[src/rtl/wbseq_pkg.sv]
package wbseq_pkg;
  typedef enum logic [3:0] {
    S_IDLE, S_UNL1, S_UNL2, S_CNT, S_DATA, S_CONF, S_BUSY, S_ABT, S_AUN1, S_AUN2
  } seq_state_t;

  localparam int SR_READY = 7;
  localparam int SR_PFAIL = 4;
  localparam int SR_WBA   = 3;

  localparam logic [15:0] A_UNL1 = 16'h0555;
  localparam logic [15:0] A_UNL2 = 16'h02AA;
  localparam logic [15:0] D_UNL1 = 16'h00AA;
  localparam logic [15:0] D_UNL2 = 16'h0055;
  localparam logic [15:0] D_WBUF = 16'h0025;
  localparam logic [15:0] D_CONF = 16'h0029;
  localparam logic [15:0] D_SRD  = 16'h0070;
  localparam logic [15:0] D_SCLR = 16'h0071;
  localparam logic [15:0] D_RST  = 16'h00F0;

  // address bits at and above lsb, as a plain number
  function automatic logic [31:0] upper_field(input logic [31:0] a, input int lsb);
    return a >> lsb;
  endfunction

  function automatic logic [7:0] pack_status(input logic ready, input logic fail,
                                             input logic wba);
    logic [7:0] s;
    s = 8'h00;
    s[SR_READY] = ready;
    s[SR_PFAIL] = fail;
    s[SR_WBA]   = wba;
    return s;
  endfunction
endpackage

[src/rtl/wbseq_decode.sv]
module wbseq_decode
  import wbseq_pkg::*;
#(
  parameter int AW        = 16,
  parameter int DW        = 16,
  parameter int BUF_DEPTH = 256,
  parameter int SECT_LSB  = 12,
  localparam int LINE_W   = $clog2(BUF_DEPTH)
) (
  input  logic [AW-1:0] wr_addr,
  input  logic [DW-1:0] wr_data,
  input  logic [AW-1:0] ref_addr,
  output logic          hit_unl1,
  output logic          hit_unl2,
  output logic          hit_wbuf,
  output logic          hit_conf,
  output logic          hit_srd,
  output logic          hit_sclr,
  output logic          hit_rst_any,
  output logic          hit_rst_555,
  output logic          same_sect,
  output logic          same_line,
  output logic          cnt_over
);
  logic at_555, at_2aa;

  always_comb begin
    at_555      = (wr_addr == AW'(A_UNL1));
    at_2aa      = (wr_addr == AW'(A_UNL2));
    same_sect   = upper_field(32'(wr_addr), SECT_LSB) == upper_field(32'(ref_addr), SECT_LSB);
    same_line   = upper_field(32'(wr_addr), LINE_W) == upper_field(32'(ref_addr), LINE_W);
    cnt_over    = 32'(wr_data) > 32'(BUF_DEPTH - 1);
    hit_unl1    = at_555 && (wr_data == DW'(D_UNL1));
    hit_unl2    = at_2aa && (wr_data == DW'(D_UNL2));
    hit_wbuf    = (wr_data == DW'(D_WBUF));
    hit_conf    = same_sect && (wr_data == DW'(D_CONF));
    hit_srd     = at_555 && (wr_data == DW'(D_SRD));
    hit_sclr    = at_555 && (wr_data == DW'(D_SCLR));
    hit_rst_any = (wr_data == DW'(D_RST));
    hit_rst_555 = at_555 && hit_rst_any;
  end
endmodule

[src/rtl/wbseq_timer.sv]
module wbseq_timer #(
  parameter int BUSY_CYC = 20,
  localparam int CW      = $clog2(BUSY_CYC + 1)
) (
  input  logic clk,
  input  logic rst_n,
  input  logic start,
  output logic busy,
  output logic done
);
  logic [CW-1:0] cnt;

  always_ff @(posedge clk or negedge rst_n) begin
    if (!rst_n)             cnt <= '0;
    else if (start)         cnt <= CW'(BUSY_CYC);
    else if (cnt != '0)     cnt <= cnt - CW'(1);
  end

  assign busy = (cnt != '0);
  assign done = (cnt == CW'(1));

  initial assert (BUSY_CYC >= 1);

  // a confirm leaves the block busy in the following cycle
  a_r13_start_busy: assert property (@(posedge clk) disable iff (!rst_n)
    start |=> busy);
  // the busy period ends only through done
  a_r13_busy_ends_by_done: assert property (@(posedge clk) disable iff (!rst_n)
    (busy && !done && !start) |=> busy);
endmodule

[src/rtl/wbseq_status.sv]
module wbseq_status
  import wbseq_pkg::*;
#(
  parameter int DW = 16
) (
  input  logic          clk,
  input  logic          rst_n,
  input  logic          abort_ev,
  input  logic          clr_ev,
  input  logic          arm_ev,
  input  logic          disarm_ev,
  input  logic          busy,
  input  logic          rd_en,
  output logic [DW-1:0] rd_data,
  output logic [7:0]    sr
);
  logic fail_q, wba_q, armed_q;

  always_ff @(posedge clk or negedge rst_n) begin
    if (!rst_n) begin
      fail_q <= 1'b0;
      wba_q  <= 1'b0;
    end else if (abort_ev) begin
      fail_q <= 1'b1;
      wba_q  <= 1'b1;
    end else if (clr_ev) begin
      fail_q <= 1'b0;
      wba_q  <= 1'b0;
    end
  end

  always_ff @(posedge clk or negedge rst_n) begin
    if (!rst_n)                    armed_q <= 1'b0;
    else if (arm_ev)               armed_q <= 1'b1;
    else if (rd_en || disarm_ev)   armed_q <= 1'b0;
  end

  always_comb sr = pack_status(!busy, fail_q, wba_q);

  always_ff @(posedge clk or negedge rst_n) begin
    if (!rst_n)      rd_data <= '0;
    else if (rd_en)  rd_data <= armed_q ? DW'(sr) : '0;
  end

  // an abort raises both error bits together
  a_r9_abort_bits: assert property (@(posedge clk) disable iff (!rst_n)
    abort_ev |=> (sr[SR_PFAIL] && sr[SR_WBA]));
  // a clear drops both error bits
  a_r12_clear_bits: assert property (@(posedge clk) disable iff (!rst_n)
    (clr_ev && !abort_ev) |=> (!sr[SR_PFAIL] && !sr[SR_WBA]));
  // the two error bits never differ
  a_r9_bits_pair: assert property (@(posedge clk) disable iff (!rst_n)
    sr[SR_PFAIL] == sr[SR_WBA]);
endmodule

[src/rtl/wbseq_fsm.sv]
module wbseq_fsm
  import wbseq_pkg::*;
#(
  parameter int AW        = 16,
  parameter int DW        = 16,
  parameter int BUF_DEPTH = 256,
  parameter int SECT_LSB  = 12,
  localparam int LINE_W   = $clog2(BUF_DEPTH),
  localparam int SECT_W   = AW - SECT_LSB
) (
  input  logic              clk,
  input  logic              rst_n,
  input  logic              wr_en,
  input  logic [AW-1:0]     wr_addr,
  input  logic [DW-1:0]     wr_data,
  input  logic              hit_unl1,
  input  logic              hit_unl2,
  input  logic              hit_wbuf,
  input  logic              hit_conf,
  input  logic              hit_srd,
  input  logic              hit_sclr,
  input  logic              hit_rst_any,
  input  logic              hit_rst_555,
  input  logic              same_sect,
  input  logic              same_line,
  input  logic              cnt_over,
  input  logic              busy_done,
  output logic [AW-1:0]     ref_addr,
  output logic              abort_ev,
  output logic              conf_ev,
  output logic              arm_ev,
  output logic              clr_ev,
  output logic              disarm_ev,
  output logic              buf_we,
  output logic [LINE_W-1:0] buf_idx,
  output logic [DW-1:0]     buf_wdata,
  output logic              pgm_go,
  output logic [SECT_W-1:0] pgm_sector,
  output logic [LINE_W-1:0] pgm_cnt_m1
);
  seq_state_t st, nxt;
  logic [LINE_W-1:0] rem_q;
  logic load_ev, open_ev, count_ev;

  always_comb begin
    nxt       = st;
    abort_ev  = 1'b0;
    conf_ev   = 1'b0;
    arm_ev    = 1'b0;
    clr_ev    = 1'b0;
    disarm_ev = 1'b0;
    load_ev   = 1'b0;
    open_ev   = 1'b0;
    count_ev  = 1'b0;
    if (wr_en) begin
      unique case (st)
        S_IDLE: begin
          if (hit_unl1)         nxt = S_UNL1;
          else if (hit_srd)     arm_ev = 1'b1;
          else if (hit_sclr)    clr_ev = 1'b1;
          else if (hit_rst_any) disarm_ev = 1'b1;
        end
        S_UNL1: nxt = hit_unl2 ? S_UNL2 : S_IDLE;
        S_UNL2: begin
          if (hit_wbuf) begin
            nxt = S_CNT;
            open_ev = 1'b1;
          end else begin
            nxt = S_IDLE;
          end
        end
        S_CNT: begin
          if (!same_sect || cnt_over) begin
            nxt = S_ABT;
            abort_ev = 1'b1;
          end else begin
            nxt = S_DATA;
            count_ev = 1'b1;
          end
        end
        S_DATA: begin
          if (!same_line) begin
            nxt = S_ABT;
            abort_ev = 1'b1;
          end else begin
            load_ev = 1'b1;
            if (rem_q == '0) nxt = S_CONF;
          end
        end
        S_CONF: begin
          if (hit_conf) begin
            nxt = S_BUSY;
            conf_ev = 1'b1;
          end else begin
            nxt = S_ABT;
            abort_ev = 1'b1;
          end
        end
        S_BUSY: if (hit_srd) arm_ev = 1'b1;
        S_ABT: begin
          if (hit_unl1)     nxt = S_AUN1;
          else if (hit_srd) arm_ev = 1'b1;
        end
        S_AUN1: nxt = hit_unl2 ? S_AUN2 : S_ABT;
        S_AUN2: nxt = hit_rst_555 ? S_IDLE : S_ABT;
        default: nxt = S_IDLE;
      endcase
    end
    if (st == S_BUSY && busy_done) nxt = S_IDLE;
  end

  always_ff @(posedge clk or negedge rst_n) begin
    if (!rst_n) begin
      st         <= S_IDLE;
      ref_addr   <= '0;
      rem_q      <= '0;
      buf_we     <= 1'b0;
      buf_idx    <= '0;
      buf_wdata  <= '0;
      pgm_go     <= 1'b0;
      pgm_sector <= '0;
      pgm_cnt_m1 <= '0;
    end else begin
      st     <= nxt;
      buf_we <= load_ev;
      pgm_go <= conf_ev;
      if (open_ev) ref_addr <= wr_addr;
      if (count_ev) begin
        rem_q      <= wr_data[LINE_W-1:0];
        pgm_cnt_m1 <= wr_data[LINE_W-1:0];
      end
      if (load_ev) begin
        rem_q     <= rem_q - LINE_W'(1);
        buf_idx   <= wr_addr[LINE_W-1:0];
        buf_wdata <= wr_data;
      end
      if (conf_ev) pgm_sector <= ref_addr[AW-1:SECT_LSB];
    end
  end

  // the abort state is left only through the unlock prefix of the reset
  a_r10_abort_sticky: assert property (@(posedge clk) disable iff (!rst_n)
    (st == S_ABT && !(wr_en && hit_unl1)) |=> (st == S_ABT));
  // a load pulse always follows a data-phase write
  a_r4_load_from_data: assert property (@(posedge clk) disable iff (!rst_n)
    buf_we |-> ($past(st) == S_DATA));
  // a program pulse always follows the confirm phase
  a_r5_go_from_conf: assert property (@(posedge clk) disable iff (!rst_n)
    pgm_go |-> ($past(st) == S_CONF));
  // a write outside the line never loads
  a_r7_no_load_out_of_line: assert property (@(posedge clk) disable iff (!rst_n)
    (st == S_DATA && wr_en && !same_line) |=> !buf_we);
  // load and program pulses never coincide
  a_r5_pulses_exclusive: assert property (@(posedge clk) disable iff (!rst_n)
    !(buf_we && pgm_go));
endmodule

[src/rtl/wbseq_top.sv]
module wbseq_top #(
  parameter int AW        = 16,
  parameter int DW        = 16,
  parameter int BUF_DEPTH = 256,
  parameter int SECT_LSB  = 12,
  parameter int BUSY_CYC  = 20,
  localparam int LINE_W   = $clog2(BUF_DEPTH),
  localparam int SECT_W   = AW - SECT_LSB
) (
  input  logic              clk,
  input  logic              rst_n,
  input  logic              wr_en,
  input  logic [AW-1:0]     wr_addr,
  input  logic [DW-1:0]     wr_data,
  input  logic              rd_en,
  output logic [DW-1:0]     rd_data,
  output logic              buf_we,
  output logic [LINE_W-1:0] buf_idx,
  output logic [DW-1:0]     buf_wdata,
  output logic              pgm_go,
  output logic [SECT_W-1:0] pgm_sector,
  output logic [LINE_W-1:0] pgm_cnt_m1
);
  logic [AW-1:0] ref_addr;
  logic hit_unl1, hit_unl2, hit_wbuf, hit_conf, hit_srd, hit_sclr;
  logic hit_rst_any, hit_rst_555, same_sect, same_line, cnt_over;
  logic abort_ev, conf_ev, arm_ev, clr_ev, disarm_ev;
  logic busy, busy_done;
  logic [7:0] sr;

  wbseq_decode #(.AW(AW), .DW(DW), .BUF_DEPTH(BUF_DEPTH), .SECT_LSB(SECT_LSB)) u_dec (
    .wr_addr(wr_addr), .wr_data(wr_data), .ref_addr(ref_addr),
    .hit_unl1(hit_unl1), .hit_unl2(hit_unl2), .hit_wbuf(hit_wbuf), .hit_conf(hit_conf),
    .hit_srd(hit_srd), .hit_sclr(hit_sclr), .hit_rst_any(hit_rst_any),
    .hit_rst_555(hit_rst_555), .same_sect(same_sect), .same_line(same_line),
    .cnt_over(cnt_over)
  );

  wbseq_fsm #(.AW(AW), .DW(DW), .BUF_DEPTH(BUF_DEPTH), .SECT_LSB(SECT_LSB)) u_fsm (
    .clk(clk), .rst_n(rst_n), .wr_en(wr_en), .wr_addr(wr_addr), .wr_data(wr_data),
    .hit_unl1(hit_unl1), .hit_unl2(hit_unl2), .hit_wbuf(hit_wbuf), .hit_conf(hit_conf),
    .hit_srd(hit_srd), .hit_sclr(hit_sclr), .hit_rst_any(hit_rst_any),
    .hit_rst_555(hit_rst_555), .same_sect(same_sect), .same_line(same_line),
    .cnt_over(cnt_over), .busy_done(busy_done), .ref_addr(ref_addr),
    .abort_ev(abort_ev), .conf_ev(conf_ev), .arm_ev(arm_ev), .clr_ev(clr_ev),
    .disarm_ev(disarm_ev), .buf_we(buf_we), .buf_idx(buf_idx), .buf_wdata(buf_wdata),
    .pgm_go(pgm_go), .pgm_sector(pgm_sector), .pgm_cnt_m1(pgm_cnt_m1)
  );

  wbseq_timer #(.BUSY_CYC(BUSY_CYC)) u_tmr (
    .clk(clk), .rst_n(rst_n), .start(conf_ev), .busy(busy), .done(busy_done)
  );

  wbseq_status #(.DW(DW)) u_sr (
    .clk(clk), .rst_n(rst_n), .abort_ev(abort_ev), .clr_ev(clr_ev), .arm_ev(arm_ev),
    .disarm_ev(disarm_ev), .busy(busy), .rd_en(rd_en), .rd_data(rd_data), .sr(sr)
  );

  // busy only after a confirm, and never while an abort is flagged in the same cycle
  a_r13_busy_clean: assert property (@(posedge clk) disable iff (!rst_n)
    conf_ev |-> !abort_ev);
  // the ready bit reflects the timer across the boundary
  a_r13_ready_follows: assert property (@(posedge clk) disable iff (!rst_n)
    $fell(busy) |-> sr[7]);
endmodule

[config.mk]
export PLATFORM = sky130hd
export DESIGN_NAME = wbseq_top
export DESIGN_NICKNAME = d
export VERILOG_FILES = /design/src/rtl/wbseq_pkg.sv /design/src/rtl/wbseq_decode.sv /design/src/rtl/wbseq_timer.sv /design/src/rtl/wbseq_status.sv /design/src/rtl/wbseq_fsm.sv /design/src/rtl/wbseq_top.sv
export SDC_FILE = /design/constraint.sdc
export NUM_CORES = 1
export LEC_CHECK = 0
export BUFFER_PORTS_ARGS = -buffer_cell sky130_fd_sc_hd__buf_2
export CAP_MARGIN = 0
export CORE_MARGIN = 4
export CORE_UTILIZATION = 30
export DETAILED_ROUTE_END_ITERATION = 8
export GPL_TIMING_DRIVEN = 0
export SETUP_SLACK_MARGIN = 0.2
export SYNTH_ARGS = -nofsm -noshare
export SYNTH_HDL_FRONTEND = slang
export SYNTH_SLANG_ARGS = --single-unit
[constraint.sdc]
create_clock -name clk -period 5.88 [get_ports clk]
set_clock_uncertainty 0.15 [all_clocks]
set_input_delay 0.294 -clock clk [delete_from_list [all_inputs] [get_ports clk]]
set_output_delay 0.294 -clock clk [all_outputs]
set_load 0.005 [all_outputs]
==> run metrics, run 1 <==
IO Port Bufs=75; clk sink count=67; first-pass GRT wire length=15300 um; global routing usage on met3=0.0413; CP Capture Type=flip-flop; min cycle time layout=2.38 ns; synth top area cells=dfrtp_1 47%, nand2_1 11%, mux2_2 3.4%; total number of yosys warnings=0; busiest grt layer=met2; vias in the first global route=3064; Critical Path Fanout Max=10; initial antenna violation count=0; Fmax=420 MHz; M1 GR Usage=0.169; DR WL/cell=15.0 um; r2r setup slk=3.50 ns; VDD IR max=0.159 mV; Routed Antenna Nets=0; total congestion overflow=0; max-slew violation count=0; TritonCTS buffer count=9; r2r endpoint=u_fsm.buf_wdata[3]; DRC=0; slew at the pin closest to its max-slew limit=0.854 ns; layout cell share with drive strength beyond 1=0.307; WHS Path Cells=3; setup TNS=0 ns; DRC violation total after the first TritonRoute iteration=132; P&R area growth vs syn=25.2%; Die ar.=13800 um^2; # hold bufs at CTS=1; post-synth top area share=0.465; setup bufs post-CTS=0; Via density=4.80; vias after detailed routing=2954; most common cell after layout, fill and taps aside=nand2_1; clk_lat worst skew=0.33 ns; Post-Route WL=9260 um; Primary FF master, synth=dfrtp_1; Setup Crit Path Kind=reg2reg; Root Driver=clkbuf_16; PostCTS Resize Cnt=0; status=finished, final reports clean; unique cell type count in the Yosys netlist=65; Req. time, crit path=5.96 ns; starting density of the core=0.312; GRT Total Usage=0.136; largest net degree at the start of global routing=68; startpoint types=flip-flop; CP Capture Point=u_fsm.buf_wdata[3]; Leak=2.34 nW; DRT Pass-1 Iters=4; die extent in y=118 um; sequential fraction of the synthesis area=0.465; CTS tree=done; H-Tree Depth=3; n_diodes=0; Reg2Reg Depth=8; Final period util=0.405; clock slew at reported path FFs=0.05 ns; leading area contributor after synthesis=dfrtp_1; RSZ-0062 raised after global routing=no; dpl hpwl=6960 um; overall power=0.00141 W; Post-Syn Area=3600 um^2; worst hold path type=in2reg; commonest non-fill, non-tap cells in the layout=110 x nand2_1, 82 x buf_2, 67 x dfrtp_1; synthesized instance count=370; Die W=118 um; Fin. Hold Viols=0; Longest Clk Path Bufs=2; Max Cap Violations=0; pwr dens=313 nW/um^2; Site Rows=39; synthesized flop and latch total=67; worst r2r src=u_fsm.st[2]; Placer Congestion=0.916; grt met2 use=0.228; Slew Limit Headroom=0.431; synthesized area per cell=9.74 um^2; number of nets in the layout=509; # setup viols final=0; I/O pins=90; EDFF count, synth=0; post-synthesis async set-or-reset flop share=1.00; core area=11600 um^2; WP data arrival=2.46 ns; worst setup path start=u_fsm.st[2]
[where the power goes]
group          switching (W)  internal (W)
registers          0.0000338      0.000499
logic               0.000194      0.000147
clock network       0.000192      0.000348
[flip-flops by register name (all words and copies together) (netlist names)]
signal / flops
u_fsm.pgm_go: 1
u_fsm.buf_idx: 8
u_fsm.st: 4
u_fsm.buf_we: 1
u_fsm.ref_addr: 8
u_fsm.buf_wdata: 16
u_tmr.cnt: 5
u_fsm.pgm_cnt_m1: 8
u_fsm.pgm_sector: 4
u_fsm.rem_q: 8
u_sr.armed_q: 1
u_sr.fail_q: 1
u_sr.rd_data: 2
[cell type report]
cell class	count	area (um^2)
inverters	12	45.0
fillers	1168	7050
clock inverters	2	35.0
plain buffers	24	153
flip-flops and latches	67	1680
clock buffers	13	260
repair buffers	76	388
multi-input cells	279	1770
well taps	143	179
[layer usage]
metal	up-vias	wire, um
met5	-	0
met4	0	156
met3	14	474
met2	76	4390
met1	1409	4250
li1	1455	-
[logic make-up (layout without fill, tap and decap cells)]
logic type      Yosys count  count (layout)  share of synthesized area
mux                      14              14                     0.0444
buf+inv                  36             127                     0.0549
simple gates            198             198                      0.298
other cells               1              13                    0.00104
compound gates           40              40                     0.0903
xor+xnor                 10              10                     0.0326
fa+ha+maj                 4               4                     0.0139
flops                    67              67                      0.465
[how the worst min path moves through the flow]
stage                             startpoint                 end  slack (ns)
final                             wr_addr[6]    u_fsm.buf_idx[6]        0.04
after global routing              wr_addr[0]    u_fsm.buf_idx[0]        0.05
after CTS                         wr_addr[6]    u_fsm.buf_idx[6]        0.04
after detailed placement    u_fsm.buf_idx[2]    u_fsm.buf_idx[2]        0.30
after global placement    u_fsm.buf_wdata[9]  u_fsm.buf_wdata[9]        0.30
after floorplan                        rst_n    u_fsm.buf_idx[0]       -0.15
[critical path: stages (launching register included)]
cell      delay (ns)
dfrtp_1         0.40
buf_2           0.24
nor4b_2         0.40
nand2_1         0.16
or3_1           0.31
buf_2           0.19
clkbuf_1        0.25
nand2_1         0.13
nand2_1         0.05
[Yosys cell counts, drive strengths merged (5+ instances only)]
cell type    n
nand2b       5
nand2      111
nand4       11
o21ai        7
dfrtp       67
a21oi        6
nor2b        5
nor3         9
mux2        13
nor4b        7
inv         12
nand3        8
xnor2        9
buf         22
nor4         7
nor2        15
[stage by stage]
step | utilization | setup WS (ns) | instance area (um^2) | hold WS [ns] | cells
2_1_floorplan | - | 3.70 | 3650 | -0.152 | 382
3_3_place_gp | 0.363 | 3.51 | 4200 | 0.299 | 600
3_5_place_dp | 0.364 | 3.49 | 4210 | 0.304 | 600
4_1_cts | 0.390 | 3.52 | 4510 | 0.0417 | 616
5_1_grt | 0.390 | 3.28 | 4510 | 0.0456 | 616
6_report | 0.390 | 3.50 | 4510 | 0.0391 | 616
No activity file was read; power rests on OpenSTA's default activity.
==> run 2, diff against run 1 <==
==> constraint.sdc (replaced) <==
create_clock -name clk -period 2.3 [get_ports clk]
set_clock_uncertainty 0.15 [all_clocks]
set_input_delay 0.115 -clock clk [delete_from_list [all_inputs] [get_ports clk]]
set_output_delay 0.115 -clock clk [all_outputs]
set_load 0.005 [all_outputs]
==> run metrics, run 2 (same netlist as run 1, synthesis figures left out) <==
status=finished, final reports clean; r2r setup slk=0.16 ns; initial antenna violation count=0; FF+latch area=1680 um^2; Longest Clk Path Bufs=2; I/O pins=90; DR WL/cell=15.1 um; WP data arrival=2.20 ns; Post-DP Area=4210 um^2; GRT Total Usage=0.147; DP Worst Slack=-0.0712 ns; cell area after layout=5230 um^2; worst r2r src=u_fsm.ref_addr[10]; Die ar.=13800 um^2; Final period util=0.932; # setup viols final=0; core area=11600 um^2; n_diodes=0; worst hold path type=in2reg; max-slew violation count=0; DRC violation total after the first TritonRoute iteration=206; Req. time, crit path=2.35 ns; Leak=2.69 nW; Critical Path Fanout Max=3; TritonCTS buffer count=9; RSZ-0062 raised after global routing=yes; slowest stage delay, CP=0.38 ns; H-Tree Depth=3; IO Port Bufs=75; Fmax=466 MHz; startpoint types=flip-flop; Routed Antenna Nets=0; DRT Pass-1 Iters=4; Slew Limit Headroom=0.432; Reg2Reg Depth=6; Crit path buffers/inverters=0; Via density=4.82; pwr dens=726 nW/um^2; clock slew at reported path FFs=0.06 ns; min cycle time layout=2.14 ns; fin cells=676; VDD IR max=0.323 mV; most common cell after layout, fill and taps aside=nand2_1; worst setup path start=u_fsm.ref_addr[10]; first-pass GRT wire length=16900 um; Post-Route WL=10200 um; r2r endpoint=u_fsm.st[0]; Die W=118 um; delay-heaviest family, CP=simple AND/OR/NAND/NOR gates; Fin. Hold Viols=0; Setup Crit Path Kind=reg2reg; clk_lat worst skew=0.33 ns; CP cell instances=xnor2_1 -> nand4_1 -> or2_4 -> o311ai_4 -> and2_4 -> mux2_4; Final WS setup=0.156 ns; max FFs per register=16; vias after detailed routing=3261; Root Driver=clkbuf_16; layout cell share with drive strength beyond 1=0.368; most flop-heavy register=u_fsm.buf_wdata; slew at the pin closest to its max-slew limit=0.853 ns; DRC=0; slowest cell on the critical path=dfrtp_1; vias in the first global route=3297; Filler Cell Count=1112; final core utilization=0.452; CP Capture Point=u_fsm.st[0]; P&R area growth vs syn=45.0%; CP Capture Type=flip-flop; Max Cap Violations=0; Placer Congestion=0.891; Hold WS=0.0454 ns; Site Rows=39; starting density of the core=0.312; number of nets in the layout=569; largest net degree at the start of global routing=68; dpl hpwl=6880 um; Multi-input gate area=1890 um^2; commonest non-fill, non-tap cells in the layout=104 x nand2_1, 77 x buf_2, 66 x dfrtp_1; clk sink count=67; CP Depth=6; die extent in y=118 um; CTS tree=done; placed insts=600; total congestion overflow=0
-- run 2: metal layers --
metal | share of wire | track usage | wire (um) | vias up
met3 | 0.058 | 0.0408 | 591 | 14
met2 | 0.47 | 0.231 | 4840 | 110
met1 | 0.45 | 0.197 | 4650 | 1557
li1 | - | - | - | 1580
met5 | 0 | 0 | 0 | -
met4 | 0.015 | 0.0469 | 154 | 0
-- run 2: worst register-to-register path: stages (launching register included) --
cell and delay (ns):
dfrtp_1 0.38, xnor2_1 0.16, nand4_1 0.24, or2_4 0.34, o311ai_4 0.25, and2_4 0.21, mux2_4 0.29
-- run 2: stage by stage --
| step | setup TNS (ns) | power (W) |
|---|---|---|
| 6_report | 0 | 0.00379 |
| 5_1_grt | 0 | 0.00400 |
| 4_1_cts | 0 | 0.00374 |
| 3_5_place_dp | -0.530 | 0.00224 |
| 3_3_place_gp | -0.518 | 0.00222 |
| 2_1_floorplan | 0 | 0.00200 |
-- run 2: timing repair --
action                     4_1_cts  5_1_grt
pin swaps                        8       33
gates resized for setup         14       44
setup endpoints to repair       47       48
hold buffers                    34        0
gates cloned                     0        0
hold endpoints to repair       110        0
setup buffers                   16       11
-- run 2: how the worst min path moves through the flow --
stage | start | end | cells past startpoint
6_report | wr_data[7] | u_fsm.rem_q[7] | 2
2_1_floorplan | rst_n | u_fsm.buf_idx[0] | 0
3_5_place_dp | rst_n | u_fsm.buf_idx[2] | 1
4_1_cts | wr_data[7] | u_fsm.rem_q[7] | 2
5_1_grt | wr_data[7] | u_fsm.rem_q[7] | 2
3_3_place_gp | wr_addr[5] | u_fsm.buf_idx[5] | 3
-- run 2: area by class of cell --
type                            instances  area share
Inverter                               12     0.00862
Clock buffer                            9      0.0431
Multi-Input combinational cell        279       0.362
Buffer                                 24      0.0362
Timing Repair Buffer                  136       0.182
Clock inverter                          6      0.0129
Sequential cell                        67       0.321
Tap cell                              143      0.0342
-- run 2: where the power goes --
group / switching, W / leakage [nW] / internal, W
registers: 0.0000889 / 0.916 / 0.00128
logic: 0.000576 / 1.64 / 0.000511
clock network: 0.000507 / 0.137 / 0.000834
